$ cat src/rtl/dtmr_pkg.sv
// Package: shared constants for the reloadable down-counter.
// Assumes a 3-bit register address and a 4-bit control/status register.
package dtmr_pkg;
    localparam int ADR_LO     = 0;
    localparam int ADR_HI     = 1;
    localparam int ADR_CTRL   = 2;
    localparam int ADR_RATE   = 3;
    localparam int ADR_CNT_LO = 4;
    localparam int ADR_CNT_HI = 5;

    // Control/status bit positions (software-visible behaviour)
    localparam int CTL_WDT  = 0;
    localparam int CTL_FLAG = 1;
    localparam int CTL_AUTO = 2;
    localparam int CTL_RUN  = 3;

    // Number of low prescaler bits that must be all ones for a tick
    function automatic int rate_shift(input logic [1:0] code);
        return (code == 2'd0) ? 1 : int'(code) + 2;
    endfunction
endpackage

$ cat src/rtl/dtmr_prescaler.sv
// Prescaler: free-running counter advanced by the sub-clock strobe.
// Emits a one-clock tick every 2/8/16/32 strobes as picked by sel.
// Assumes PRE_W is wide enough for the largest division (5 bits).
module dtmr_prescaler #(
    parameter int PRE_W = 5,
    parameter int SEL_W = 2
) (
    input  logic             clk,
    input  logic             clr_n,
    input  logic             sub_en,
    input  logic [SEL_W-1:0] sel,
    output logic             tick
);
    logic [PRE_W-1:0] div_q;
    logic [PRE_W-1:0] mask;

    // Build the mask of low bits that must be all ones
    always_comb begin
        mask = PRE_W'((1 << dtmr_pkg::rate_shift(2'(sel))) - 1);
    end

    // Tick on the strobe that completes a full division period
    assign tick = sub_en && ((div_q & mask) == mask);

    // Count sub-clock strobes
    always_ff @(posedge clk) begin
        if (!clr_n)
            div_q <= '0;
        else if (sub_en)
            div_q <= div_q + PRE_W'(1);
    end
endmodule

$ cat src/rtl/dtmr_regs.sv
// Register bank: reload nibbles, rate code, control bits and expiry flag.
// Detects the 0-to-1 start edge on a control write. Hardware stop
// overrides a same-cycle software write of the start bit.
module dtmr_regs #(
    parameter int NIB_W  = 4,
    parameter int ADDR_W = 3,
    parameter int SEL_W  = 2,
    localparam int CNT_W = 2 * NIB_W
) (
    input  logic              clk,
    input  logic              por_n,
    input  logic              clr_n,
    input  logic              ram_wr_clr,
    input  logic              wr_en,
    input  logic [ADDR_W-1:0] wr_addr,
    input  logic [NIB_W-1:0]  wr_data,
    input  logic              hw_stop,
    input  logic              hw_flag_set,
    output logic [CNT_W-1:0]  reload_val,
    output logic [SEL_W-1:0]  rate_sel,
    output logic              run,
    output logic              auto_rl,
    output logic              wdt_mode,
    output logic              flag,
    output logic              start_load
);
    import dtmr_pkg::*;

    logic [NIB_W-1:0] lo_q, hi_q;
    logic             wr_ctrl;

    assign wr_ctrl    = wr_en && (wr_addr == ADDR_W'(ADR_CTRL));
    assign start_load = wr_ctrl && wr_data[CTL_RUN] && !run;
    assign reload_val = {hi_q, lo_q};

    // Reload nibbles and rate code
    always_ff @(posedge clk) begin
        if (!clr_n) begin
            lo_q     <= '0;
            hi_q     <= '0;
            rate_sel <= '0;
        end else if (wr_en) begin
            if (wr_addr == ADDR_W'(ADR_LO))   lo_q     <= wr_data;
            if (wr_addr == ADDR_W'(ADR_HI))   hi_q     <= wr_data;
            if (wr_addr == ADDR_W'(ADR_RATE)) rate_sel <= wr_data[SEL_W-1:0];
        end
    end

    // Writable control bits; a hardware stop wins over the write
    always_ff @(posedge clk) begin
        if (!clr_n) begin
            run      <= 1'b0;
            auto_rl  <= 1'b0;
            wdt_mode <= 1'b0;
        end else begin
            if (wr_ctrl) begin
                run      <= wr_data[CTL_RUN];
                auto_rl  <= wr_data[CTL_AUTO];
                wdt_mode <= wr_data[CTL_WDT];
            end
            if (hw_stop)
                run <= 1'b0;
        end
    end

    // Expiry flag: only power-on reset or the explicit clear remove it
    always_ff @(posedge clk) begin
        if (!por_n)
            flag <= 1'b0;
        else if (ram_wr_clr)
            flag <= 1'b0;
        else if (hw_flag_set)
            flag <= 1'b1;
    end
endmodule

$ cat src/rtl/dtmr_counter.sv
// Down-counter core: loads on start edge, steps on tick while running,
// detects underflow and registers the underflow and reset-request pulses.
// Assumes load and tick are single-cycle strobes; load has priority.
module dtmr_counter #(
    parameter int CNT_W = 8
) (
    input  logic             clk,
    input  logic             clr_n,
    input  logic             load,
    input  logic [CNT_W-1:0] reload_val,
    input  logic             tick,
    input  logic             run,
    input  logic             auto_rl,
    input  logic             wdt_mode,
    output logic [CNT_W-1:0] count,
    output logic             uf_q,
    output logic             req_q,
    output logic             hw_stop,
    output logic             hw_flag_set
);
    logic uf_evt;

    // Underflow when a live tick meets a zero count
    assign uf_evt      = tick && run && !load && (count == '0);
    assign hw_stop     = uf_evt && !auto_rl;
    assign hw_flag_set = uf_evt && wdt_mode;

    // Count register: load, reload on underflow, or decrement
    always_ff @(posedge clk) begin
        if (!clr_n)
            count <= '0;
        else if (load)
            count <= reload_val;
        else if (uf_evt && auto_rl)
            count <= reload_val;
        else if (tick && run)
            count <= count - CNT_W'(1);
    end

    // Registered pulses for underflow and watchdog reset request
    always_ff @(posedge clk) begin
        if (!clr_n) begin
            uf_q  <= 1'b0;
            req_q <= 1'b0;
        end else begin
            uf_q  <= uf_evt;
            req_q <= uf_evt && wdt_mode;
        end
    end
endmodule

$ cat src/rtl/dtmr_timer.sv
// Top: reloadable 8-bit down-counter with timer and watchdog modes.
// Connects prescaler, register bank and counter core; drives the read mux.
// Assumes synchronous active-low resets; por_n dominates rst_n.
module dtmr_timer #(
    parameter int NIB_W  = 4,
    parameter int ADDR_W = 3,
    parameter int SEL_W  = 2,
    parameter int PRE_W  = 5
) (
    input  logic              clk,
    input  logic              por_n,
    input  logic              rst_n,
    input  logic              ram_wr_clr,
    input  logic              sub_en,
    input  logic              wr_en,
    input  logic [ADDR_W-1:0] wr_addr,
    input  logic [NIB_W-1:0]  wr_data,
    input  logic [ADDR_W-1:0] rd_addr,
    output logic [NIB_W-1:0]  rd_data,
    output logic              underflow,
    output logic              sys_rst_req
);
    import dtmr_pkg::*;
    localparam int CNT_W = 2 * NIB_W;

    logic             clr_n;
    logic             tick_w;
    logic [CNT_W-1:0] reload_w;
    logic [CNT_W-1:0] count_w;
    logic [SEL_W-1:0] sel_w;
    logic             run_w, auto_w, wdt_w, flag_w;
    logic             load_w, stop_w, fset_w;
    logic [NIB_W-1:0] ctrl_rd;

    assign clr_n = por_n && rst_n;

    dtmr_prescaler #(.PRE_W(PRE_W), .SEL_W(SEL_W)) u_pre (
        .clk(clk), .clr_n(clr_n), .sub_en(sub_en), .sel(sel_w), .tick(tick_w)
    );

    dtmr_regs #(.NIB_W(NIB_W), .ADDR_W(ADDR_W), .SEL_W(SEL_W)) u_regs (
        .clk(clk), .por_n(por_n), .clr_n(clr_n), .ram_wr_clr(ram_wr_clr),
        .wr_en(wr_en), .wr_addr(wr_addr), .wr_data(wr_data),
        .hw_stop(stop_w), .hw_flag_set(fset_w),
        .reload_val(reload_w), .rate_sel(sel_w), .run(run_w),
        .auto_rl(auto_w), .wdt_mode(wdt_w), .flag(flag_w),
        .start_load(load_w)
    );

    dtmr_counter #(.CNT_W(CNT_W)) u_cnt (
        .clk(clk), .clr_n(clr_n), .load(load_w), .reload_val(reload_w),
        .tick(tick_w), .run(run_w), .auto_rl(auto_w), .wdt_mode(wdt_w),
        .count(count_w), .uf_q(underflow), .req_q(sys_rst_req),
        .hw_stop(stop_w), .hw_flag_set(fset_w)
    );

    // Assemble the control/status read value
    always_comb begin
        ctrl_rd           = '0;
        ctrl_rd[CTL_WDT]  = wdt_w;
        ctrl_rd[CTL_FLAG] = flag_w;
        ctrl_rd[CTL_AUTO] = auto_w;
        ctrl_rd[CTL_RUN]  = run_w;
    end

    // Read mux by address
    always_comb begin
        case (rd_addr)
            ADDR_W'(ADR_LO):     rd_data = reload_w[NIB_W-1:0];
            ADDR_W'(ADR_HI):     rd_data = reload_w[CNT_W-1:NIB_W];
            ADDR_W'(ADR_CTRL):   rd_data = ctrl_rd;
            ADDR_W'(ADR_RATE):   rd_data = NIB_W'(sel_w);
            ADDR_W'(ADR_CNT_LO): rd_data = count_w[NIB_W-1:0];
            ADDR_W'(ADR_CNT_HI): rd_data = count_w[CNT_W-1:NIB_W];
            default:             rd_data = '0;
        endcase
    end
endmodule

$ cat config.mk
export PLATFORM = sky130hd
export DESIGN_NAME = dtmr_timer
export DESIGN_NICKNAME = d
export VERILOG_FILES = /design/src/rtl/dtmr_pkg.sv /design/src/rtl/dtmr_prescaler.sv /design/src/rtl/dtmr_regs.sv /design/src/rtl/dtmr_counter.sv /design/src/rtl/dtmr_timer.sv
export SDC_FILE = /design/constraint.sdc
export NUM_CORES = 1
export LEC_CHECK = 0
export ABC_AREA = 1
export BUFFER_PORTS_ARGS = -buffer_cell sky130_fd_sc_hd__buf_2
export CAP_MARGIN = 20
export CORE_MARGIN = 8
export CORE_UTILIZATION = 30
export DETAILED_ROUTE_END_ITERATION = 16
export GPL_TIMING_DRIVEN = 0
export PLACE_DENSITY = 0.46
export SYNTH_ARGS = -nofsm -noshare
export SYNTH_HDL_FRONTEND = slang
export SYNTH_SLANG_ARGS = --single-unit
$ cat constraint.sdc
create_clock -name clk -period 1.6 [get_ports clk]
set_clock_uncertainty 0.15 [all_clocks]
set_input_delay 0.16 -clock clk [delete_from_list [all_inputs] [get_ports clk]]
set_output_delay 0.16 -clock clk [all_outputs]
set_load 0.05 [all_outputs]
== Word level (Yosys, flattened, before mapping) ==
Cells that the tools add are included.
Widths: inputs -> output; s select.
Operators by class
  div/mod/pow operators: 0
  shift operators: 1
  $add $sub $neg: 4
  mux-type cells: 5
  multipliers: 0
  reductions and logical operators: 24
  equality and inequality tests: 9
  order comparisons: 0
  bitwise logic cells: 3
Operator list (number)
  $mux 32: 1
  $shl 1x32->5 const A: 1
  $mux 8: 3
  $pmux 4 s6: 1
  $eq 3x2->1 const B: 4
  $logic_and 1x1->1: 11
  $logic_not 8->1: 1
  $sub 8x1->8 const B: 1
  $eq 3x1->1 const B: 2
  $eq 3x3->1 const B: 2
  $logic_not 3->1: 2
  $reduce_and 2->1: 3
  $add 5x1->5 const B: 1
  $and 5x5->5: 1
  $eq 5x5->1: 1
  $sub 5x2->5 const B: 1
  $reduce_or 2->1: 2
  $add 2x2->3 const B: 1
  $logic_not 1->1: 3
  $reduce_bool 3->1: 1
  $logic_not 2->1: 1
  $not 1->1: 2
Storage, ports and cells
  register bits: 29
  bits in latches: 0
  bits in writable memories: 0
  ROM bits: 0
  memories: 0
  word-level logic and storage cells: 57

== Depth between registers and ports, before layout ==
Gate-level depths: netlist (run 1).
  depth in word-level cells: 13
  mapped depth: 11

== Cells and area by module ==
From an unflattened synthesis (run 1), not the netlist that was laid out.
Second synthesis, totals
  cells, all modules: 295
  area total of the unflattened synthesis: 1826.8 um2
By module, submodules not included
  dtmr_counter: area each 698.2 um2, cells an instance 113, instances 1, sequential area each 200.2 um2
  dtmr_regs: area each 599.3 um2, cells an instance 90, instances 1, sequential area each 280.3 um2
  dtmr_timer: area each 287.8 um2, cells an instance 58, instances 1, sequential area each 0.0 um2
  dtmr_prescaler: area each 241.5 um2, cells an instance 34, instances 1, sequential area each 100.1 um2

== Least setup slack after synthesis (run 1) ==
Ideal clock, no wire load.
  kind: input -> output
  from: in rd_addr[2]
  to: out rd_data[0]
  arrival: 1.287 ns
  required time: 1.290 ns
  stages: 3
  path slack: 0.003 ns
  cells stage by stage: nor3_1 > inv_1 > o221ai_1
On the way
  cells in the longest elaborated chain, start to end: 2
  elaborated cells on any way between the ends: 7
RTL lines
  from (decl): RTL line dtmr_timer.sv:18  | input logic [ADDR_W-1:0] rd_addr,
  $eq 3x3->1 (tied with other cells): RTL line dtmr_timer.sv:68  | case (rd_addr)
  $pmux 4 s6 (*): RTL line dtmr_timer.sv:68
  to (decl): RTL line dtmr_timer.sv:19  | output logic [NIB_W-1:0] rd_data,
Every way passes the cells marked *; elsewhere a longest branch is shown, timed or not.

== Worst setup path in the final report (run 1) ==
  from: reg u_pre.div_q[0]
  to: reg u_cnt.count[2]
On the way
  cells in the longest elaborated chain, start to end: 9
  elaborated cells on any way between the ends: 10
RTL lines
  from (decl): RTL line dtmr_prescaler.sv:14  | logic [PRE_W-1:0] div_q;
  from (signal assigned): RTL line dtmr_prescaler.sv:30  | div_q <= div_q + PRE_W'(1);
  $and 5x5->5 (*): RTL line dtmr_prescaler.sv:23  | assign tick = sub_en && ((div_q & mask) == mask);
  $eq 5x5->1 (*): RTL line dtmr_prescaler.sv:23
  $logic_and 1x1->1 (*): RTL line dtmr_prescaler.sv:23
  $logic_and 1x1->1 (*): RTL line dtmr_counter.sv:24, dtmr_counter.sv:36
  $logic_and 1x1->1 (2 in series): RTL line dtmr_counter.sv:24  | assign uf_evt = tick && run && !load && (count == '0);
  $logic_and 1x1->1: RTL line dtmr_counter.sv:34  | else if (uf_evt && auto_rl)
  $mux 8: RTL line dtmr_counter.sv:34
  $mux 8: RTL line dtmr_counter.sv:32  | else if (load)
  to (signal assigned): RTL line dtmr_counter.sv:33  | count <= reload_val;
  to (signal assigned): RTL line dtmr_counter.sv:35  | count <= reload_val;
  to (signal assigned): RTL line dtmr_counter.sv:37  | count <= count - CNT_W'(1);
  to (decl): RTL line dtmr_counter.sv:15  | output logic [CNT_W-1:0] count,
Marked as above.
A chain may end at the register's enable or synchronous reset.

==> results of run 1 <==
-- cell usage after synthesis, types with 3 or more instances --
cell,n
o221ai_1,3
o21ai_0,20
nand3_1,17
xor2_1,4
nor3_1,8
nor2_1,21
nand2_2,3
nand2_1,43
inv_1,45
dfxtp_1,29
a21oi_1,18
o21ai_1,7
o22ai_1,3
nand3_2,5
inv_2,5
-- through the flow --
stage	setup TNS [ns]	cells
floorplan	0	253
global placement	-2.12	346
detailed placement	-1.96	346
CTS	-0.0313	364
global route	-0.729	373
finish	-0.00266	373
-- where the power goes --
part / switching (mW) / total [mW] / internal (mW)
registers: 0.00943 / 0.734 / 0.725
clock network: 0.299 / 0.600 / 0.301
logic: 0.106 / 0.174 / 0.0675
-- final cells by class --
cell class,count,share of cell area [%]
Multi-Input combinational cell,169,45.6
Sequential cell,29,25.6
Timing Repair Buffer,39,11.1
Inverter,52,8.83
Tap cell,72,3.78
Clock buffer,6,3.05
Buffer,4,1.63
Clock inverter,2,0.420
-- per-layer routing --
| layer | GRT usage, % | part of all wire [%] | vias to the layer above |
|---|---|---|---|
| li1 | - | - | 916 |
| met1 | 16.1 | 48 | 801 |
| met2 | 19.4 | 47 | 30 |
| met3 | 2.53 | 3.1 | 9 |
| met4 | 5.23 | 1.8 | 0 |
| met5 | 0 | 0 | - |
-- cell families after synthesis --
kind of cell | synth area share (%)
DFF | 33.5
buffers and inverters | 13.5
xor gates and xnor gates | 2.02
AOI/OAI and AO/OA | 18.0
adders and majority gates | 1.44
and+or+nand+nor | 31.6
-- path summary, 6_finish.rpt --
path	start	endpoint	cells past startpoint
hold / removal	wr_data[3]	u_regs.run$_SDFFE_PP0N_	3
hold reg to reg	u_regs.rate_sel[0]$_SDFFE_PN0P_	u_regs.rate_sel[0]$_SDFFE_PN0P_	2
setup / recovery	u_pre.div_q[0]$_SDFFE_PN0P_	u_cnt.count[2]$_SDFFE_PN0P_	10
setup reg to reg	u_pre.div_q[0]$_SDFFE_PN0P_	u_cnt.count[2]$_SDFFE_PN0P_	10
-- flip-flops by register name (all words and copies together), names as in the netlist --
name             flops
u_regs.flag          1
u_cnt.count          8
u_cnt.req_q          1
u_regs.auto_rl       1
u_pre.div_q          5
u_regs.hi_q          4
u_regs.wdt_mode      1
u_cnt.uf_q           1
u_regs.lo_q          4
u_regs.rate_sel      2
u_regs.run           1
-- timing repair --
item / 4_1_cts / 5_1_grt
setup buffers: 5 / 9
gates resized for setup: 36 / 40
cloned: 1 / 0
pin swaps: 8 / 12
endpoints found under the setup margin: 15 / 15
hold buffers: 4 / 0
endpoints found under the hold margin: 3 / 0
-- worst max-delay path, cell delays in order, from the launching register on --
cell and delay [ns]:
dfxtp_2 0.36, nand2_4 0.08, nor2_4 0.08, nand2_2 0.09
nor2_8 0.21, inv_2 0.06, nand2_4 0.10, buf_12 0.14
nand3_1 0.12, nand2_1 0.08, inv_1 0.03
==> metrics, run 1 <==
initial antenna violation count=0; GRT overflow=0; Vias=~1,800; post-route setup slack=-0.00266 ns; startpoint types=flop; failing checks=setup timing; reg2reg setup slack=-0.003 ns; post-synthesis cell area=1730 sq um; Tot GR Track Use=between 10% and 20%; RePlAce Congestion=roughly 0.8; most frequent cells in the layout=nand2_1 (37), inv_1 (35), o21ai_0 (19); DR iter-0 viols=63; Hold WC Path Type=in2reg; Yosys top cell area share=33.5%; Post-synth EDFFs=0; WP data arrival=1.64 ns; core area=5540 sq um; Fillers=~600; ranking of synthesized cells by area=dfxtp_1 (34%), inv_1 (9.7%), nand2_1 (9.3%), o21ai_0 (5.8%), a21oi_1 (5.2%); Syn Area/Cell=slightly below 7 sq um; total routed wirelength=about 5200 um; Seq cells post-synth=29; sequential area share after synthesis=between 30% and 40%; FMAX=slightly above 600 MHz; Hold Fails Final Rpt=0; max_cap viols=0; Yosys warnings=0; clk slew on worst S/H paths=around 0.070 ns; RSZ-0062 raised after global routing=true; First-pass DRT Iterations=4; clk buf depth=2; Lkg Pwr=between 1 and 1.5 nW; IO buf count=21; Antenna Cells=0; number of buffers created by CTS=5; Crit path required time=approximately 1.6 ns; number of remaining DRC errors=0; multi-input combinational cell area=1080 sq um; Hold WS=~0.016 ns; Final setup viols=1; H-tree Lvls=2; Mapped Cells=~250; Initial Utilization=approximately 31%; crit path capture type=flop; # IOs=22; CTS tree=done; actual slew at the worst max-slew pin=0.503 ns; row count=27; Die W=about 90 um; first-pass GRT wire length=8370 um; latest clock arrival within the worst-skew pair=0.28 ns; Max Slew Vio Count=0; VDD IR-drop max=between 0.3 and 0.4 mV; Die ar.=roughly 8500 sq um; Routed Antenna Nets=0; Area Growth Syn to Fin=37.4%; detailed placement HPWL=roughly 3800 um; register area=611 sq um; vias in the first global route=between 1,500 and 2,000; total power=around 1.5 mW; CP Max Fanout=10; post-synthesis cell type count=33; most common cell after layout, fill and taps aside=nand2_1; fraction of layout cells with a size suffix above 1=39.2%; Net Count, Synth=about 270; chip height=92 um; Tmin final=between 1.5 and 2 ns; PD cells=around 630 nW/um^2; critical path type=reg2reg; Util after Layout=between 40% and 50%; Setup Slack @ Placement=-0.240 ns; final instance area=2380 sq um; Via density=around 4.7; area leader, netlist=dfxtp_1; Root Buffer=clkbuf_8; Area after DPL=between 1500 and 2000 sq um; largest net degree at the start of global routing=11; Final period util=100%; asr flop ratio synth=0%; dominant synthesized flop cell=dfxtp_1; clk sinks=29; WL/cell=between 10 and 15 um; Worst slew margin=66.5%; Final #Nets=318; outcome=finished with violations
(Power assumes the default switching activity.)
==> inputs of run 2 (changes only) <==
--- a/config.mk
+++ b/config.mk
@@ -12,7 +12,6 @@
 export CORE_UTILIZATION = 30
 export DETAILED_ROUTE_END_ITERATION = 16
 export GPL_TIMING_DRIVEN = 0
-export PLACE_DENSITY = 0.46
 export SYNTH_ARGS = -nofsm -noshare
 export SYNTH_HDL_FRONTEND = slang
 export SYNTH_SLANG_ARGS = --single-unit
==> constraint.sdc (replaced) <==
create_clock -name clk -period 1.6 [get_ports clk]
set_clock_uncertainty 0.15 [all_clocks]
set_input_delay 0.16 -clock clk [delete_from_list [all_inputs] [get_ports clk]]
set_output_delay 0.16 -clock clk [all_outputs]
set_load 0.01 [all_outputs]
==> run 2 against run 1 <==
  * Clock-buffer cell count unchanged
  * Flip-flop and latch count unchanged
  * Setup slack got worse by 0.0073 ns
  * The flow still finishes with violations (setup timing)
  * Maximum frequency decreased by 0.45%
  * Core utilization decreased by 1.5 points
  * First-iteration DRC count increased by 13%
  * Design area decreased by 3.5%
  * Combinational power decreased by 6%
  * Sequential share of layout area increased by 0.59 points
==> metrics, run 2 (synthesis gave the netlist of run 1 again) <==
Area after DPL=approximately 1900 sq um; Hold Fails Final Rpt=0; CP Cell Sequence=inv_4, buf_4, o22ai_2, nor2_1, o221ai_1, buf_2; Final #Nets=around 310; Initial Utilization=a little under a third; RSZ-0062 raised after global routing=true; largest net degree at the start of global routing=11; WL/cell=12.7 um; Final period util=101%; failing checks=setup timing; core area=approximately 5500 sq um; clk slew on worst S/H paths=roughly 0.060 ns; total routed wirelength=between 4000 and 5000 um; Tmin final=between 1.5 and 2 ns; Max Slew Vio Count=0; Hold WC Path Type=in2reg; Via density=between 4 and 5; CTS tree=done; Lkg Pwr=around 1 nW; CP Max Fanout=3; max_cap viols=0; number of flip-flops in the largest register=8; Die W=between 90 and 100 um; Antenna Cells=0; VDD IR-drop max=roughly 0.42 mV; Area Growth Syn to Fin=32.6%; register area=roughly 600 sq um; initial antenna violation count=0; multi-input combinational cell area=between 1000 and 1500 sq um; actual slew at the worst max-slew pin=roughly 0.50 ns; critical path buffer and inverter count=3; Routed Antenna Nets=0; row count=27; vias in the first global route=about 1,700; Root Buffer=clkbuf_8; FMAX=approximately 620 MHz; Vias=roughly 1,700; Largest Register=u_cnt.count; WP data arrival=roughly 1.3 ns; Tot GR Track Use=~11%; outcome=finished with violations; post-route setup slack=-0.00998 ns; setup TNS=-0.00998 ns; final instance area=2300 sq um; first-pass GRT wire length=~7700 um; DR iter-0 viols=slightly above 70; detailed placement HPWL=about 3400 um; critical path type=reg2out; number of remaining DRC errors=0; First-pass DRT Iterations=4; slowest CP cell=dfxtp_4; # IOs=22; Worst slew margin=between 60% and 70%; Final setup viols=1; Die ar.=roughly 8500 sq um; PD cells=approximately 650 nW/um^2; number of buffers created by CTS=5; most frequent cells in the layout=inv_1 (37), nand2_1 (37), buf_2 (21); H-tree Lvls=2; fraction of layout cells with a size suffix above 1=between 30% and 40%; Crit path max-delay family=flip-flops; startpoint types=flop; IO buf count=21; RePlAce Congestion=0.856; crit-path max cell delay=~0.36 ns; Top Registers=u_cnt.count: 8 flops, u_pre.div_q: 5 flops; GRT overflow=0; Crit path required time=1.29 ns; crit path capture type=output port; Setup Slack @ Placement=-0.187 ns; latest clock arrival within the worst-skew pair=0.29 ns; chip height=about 92 um; Fillers=just under 600; clk buf depth=2; clk sinks=29
-- run 2: changes by cell type in the layout (fill, tap and decap cells not counted), sizes merged --
| cell | previous run | this run |
|---|---|---|
| buf | 37 | 33 |
| dlygate4sd3 | 4 | 3 |
-- run 2: final timing paths --
path	from	to	slack [ns]	cells past startpoint
setup reg to reg	u_cnt.count[1]$_SDFFE_PN0P_	u_cnt.count[2]$_SDFFE_PN0P_	0.02	10
setup / recovery	u_cnt.count[1]$_SDFFE_PN0P_	rd_data[1]	-0.01	6
hold reg to reg	u_regs.run$_SDFFE_PP0N_	u_regs.run$_SDFFE_PP0N_	0.33	2
hold / removal	wr_data[2]	u_regs.auto_rl$_SDFFE_PN0N_	0.0008	3
-- run 2: area by class of cell --
cell class	instances	share of cell area, %
tap	72	3.92
clock inverter	2	0.435
multi-input combinational	169	46.4
inverter	52	8.82
buffer	4	1.69
timing repair buffer	34	9.31
clock buffer	6	3.16
sequential	29	26.2
-- run 2: power breakdown --
part	total, mW	switching (mW)	internal [mW]
combinational	0.164	0.0998	0.0645
sequential	0.736	0.00895	0.727
clock	0.587	0.286	0.301
total	1.49	0.395	1.09
-- run 2: repair_timing --
| action | 4_1_cts | 5_1_grt |
|---|---|---|
| resized for setup | 21 | 40 |
| setup buffers | 3 | 7 |
| gates cloned | 1 | 0 |
| hold buffers | 3 | 0 |
| endpoints found under the hold margin | 2 | 0 |
| setup endpoints to repair | 14 | 15 |
| pin swaps | 6 | 13 |
-- run 2: metrics by stage --
stage | power (mW) | std cells | util [%] | hold slack (ns)
after floorplan | 0.836 | 253 | - | 0.0824
after global placement | 0.887 | 346 | 34.8 | 0.178
after detailed placement | 0.889 | 346 | 34.8 | 0.180
after CTS | 1.48 | 361 | 38.6 | 0.000807
after global routing | 1.56 | 368 | 41.5 | 0.0191
final | 1.49 | 368 | 41.5 | 0.000755
-- run 2: worst min-delay path: cells and delay by family --
family	cells	cell delay (ns)
buffers and inverters	1	0.11
AND/OR/NAND/NOR	2	0.14
-- run 2: metal layers --
| layer | wire [um] | global-route usage, % | up-vias | part of all wire, % |
|---|---|---|---|---|
| li1 | - | - | 902 | - |
| met1 | 2210 | 13.8 | 780 | 47 |
| met2 | 2170 | 17.8 | 37 | 46 |
| met3 | 189 | 3.02 | 8 | 4.0 |
| met4 | 106 | 5.23 | 0 | 2.3 |
| met5 | 0 | 0 | - | 0 |
==> inputs of run 3 (changes only) <==
--- a/config.mk
+++ b/config.mk
@@ -7,11 +7,11 @@
 export LEC_CHECK = 0
 export ABC_AREA = 1
 export BUFFER_PORTS_ARGS = -buffer_cell sky130_fd_sc_hd__buf_2
-export CAP_MARGIN = 20
 export CORE_MARGIN = 8
 export CORE_UTILIZATION = 30
 export DETAILED_ROUTE_END_ITERATION = 16
-export GPL_TIMING_DRIVEN = 0
+export GPL_TIMING_DRIVEN = 1
+export SETUP_SLACK_MARGIN = 0.1
 export SYNTH_ARGS = -nofsm -noshare
 export SYNTH_HDL_FRONTEND = slang
 export SYNTH_SLANG_ARGS = --single-unit
==> run 3 against run 2 <==
  * Largest cell class unchanged
  * Sequential power is essentially flat
  * The flow still finishes with violations (setup timing)
  * First-iteration DRC count is 77% higher
  * Flip-flop and latch count is the same
  * Largest power group unchanged
  * Clock-buffer cell count is 1 higher
==> metrics, run 3 (synthesis gave the netlist of run 1 again) <==
Worst slew margin=between 70% and 80%; Antenna Cells=0; detailed placement HPWL=roughly 3600 um; setup TNS=-0.0890 ns; Crit path top cell by count=nand2_1; Final #Nets=330; chip height=between 90 and 100 um; vias in the first global route=around 1,700; RePlAce Congestion=roughly 0.87; post-route setup slack=-0.0456 ns; reg2reg start=u_cnt.count[0]$_SDFFE_PN0P_; largest net degree at the start of global routing=15; most common cell after layout, fill and taps aside=nand2_1; Lkg Pwr=1.08 nW; CP Cell Sequence=inv_2, buf_6, ha_4, nand2_4, nor2_4, nand3_4, nand2_1, o21ai_1, nand2_1, nand3_1, nand2_1, inv_1; clk slew on worst S/H paths=approximately 0.060 ns; actual slew at the worst max-slew pin=~0.31 ns; first-pass GRT wire length=8100 um; # IOs=22; Crit path max-delay family=simple AND/OR/NAND/NOR gates; WL/cell=~13 um; Tot GR Track Use=approximately an eighth; initial antenna violation count=0; H-tree Lvls=2; clk sinks=29; Critical Path Stages=12; Reg-to-Reg End=u_cnt.count[5]$_SDFFE_PN0P_; RSZ-0062 raised after global routing=true; VDD IR-drop max=roughly 0.36 mV; PD cells=around 620 nW/um^2; Top Registers=u_cnt.count: 8 flops, u_pre.div_q: 5 flops; core area=5540 sq um; total routed wirelength=around 5000 um; crit-path max cell delay=roughly 0.32 ns; Routed Antenna Nets=0; fraction of layout cells with a size suffix above 1=a little over two fifths; total power=1.53 mW; crit path launch=u_cnt.count[0]$_SDFFE_PN0P_; critical path type=reg2reg; FMAX=608 MHz; Final setup viols=5; clk buf depth=2; Die ar.=between 8000 and 9000 sq um; failing checks=setup timing; Hold WC Path Type=in2reg; startpoint types=flop; Setup Slack @ Placement=-0.0531 ns; Root Buffer=clkbuf_8; row count=27; Crit path required time=around 1.6 ns; Worst Setup EP=u_cnt.count[5]$_SDFFE_PN0P_; GRT overflow=0; crit path capture type=flop; outcome=finished with violations; Initial Utilization=a little under a third; IO buf count=21; First-pass DRT Iterations=4; CTS tree=done; WP data arrival=1.67 ns; CP Max Fanout=5; most frequent cells in the layout=nand2_1 (38), inv_1 (36), buf_4 (24); Area Growth Syn to Fin=43.2%; Final period util=103%; R2R depth=12; Die W=between 90 and 100 um; Util after Layout=44.8%; Max Slew Vio Count=0; max_cap viols=0; Tmin final=1.65 ns; number of remaining DRC errors=0; slowest CP cell=dfxtp_2; critical path buffer and inverter count=3; DR iter-0 viols=126; Via density=4.68; Largest Register=u_cnt.count; reg2reg setup slack=-0.05 ns; latest clock arrival within the worst-skew pair=~0.28 ns; number of buffers created by CTS=5; number of flip-flops in the largest register=8; Vias=around 1,800; Hold Fails Final Rpt=0
run 3: layout make-up:
type,count,area [sq um]
Multi-Input combinational cell,169,1120
Fill cell,579,3060
Sequential cell,29,596
Clock buffer,7,86.3
Timing Repair Buffer,55,393
Inverter,52,200
Tap cell,72,90.1
run 3: through the flow:
step | cell area (sq um) | cells | hold slack, ns
CTS | 2370 | 382 | 0.000573
detailed placement | 2040 | 361 | 0.173
global placement | 2040 | 361 | 0.171
global route | 2480 | 384 | 0.0166
finish | 2480 | 384 | 0.0134
floorplan | 1740 | 253 | 0.0824
run 3: worst min path at each step:
stage / slack (ns) / from / to / cells past startpoint
global route: 0.02 / wr_data[3] / u_regs.run$_SDFFE_PP0N_ / 3
CTS: 0.0006 / wr_data[3] / u_regs.run$_SDFFE_PP0N_ / 3
detailed placement: 0.17 / ram_wr_clr / u_regs.flag$_SDFFE_PP0P_ / 2
finish: 0.01 / wr_data[3] / u_regs.run$_SDFFE_PP0N_ / 3
global placement: 0.17 / ram_wr_clr / u_regs.flag$_SDFFE_PP0P_ / 2
floorplan: 0.08 / ram_wr_clr / u_regs.flag$_SDFFE_PP0P_ / 1
run 3: tightest hold or removal path, stage by stage:
cell,delay (ns)
buf_2,0.13
nand2_1,0.07
a21oi_1,0.05
run 3: per-layer routing:
layer	vias to the layer above	global-route usage [%]	part of all wire, %
met5	-	0	0
li1	940	-	-
met4	0	5.64	2.1
met1	813	14.9	48
met3	11	2.36	2.9
met2	33	18.6	47
run 3: power by group:
part	switching, mW	internal [mW]
combinational	0.105	0.0748
sequential	0.00712	0.729
clock	0.270	0.340
run 3: what timing repair did:
action | in CTS | in global routing
pin swaps | 11 | 11
hold endpoints to repair | 3 | 0
gates cloned | 1 | 0
hold buffers | 4 | 0
gates resized for setup | 41 | 26
buffers inserted | 9 | 2
setup endpoints to repair | 15 | 16
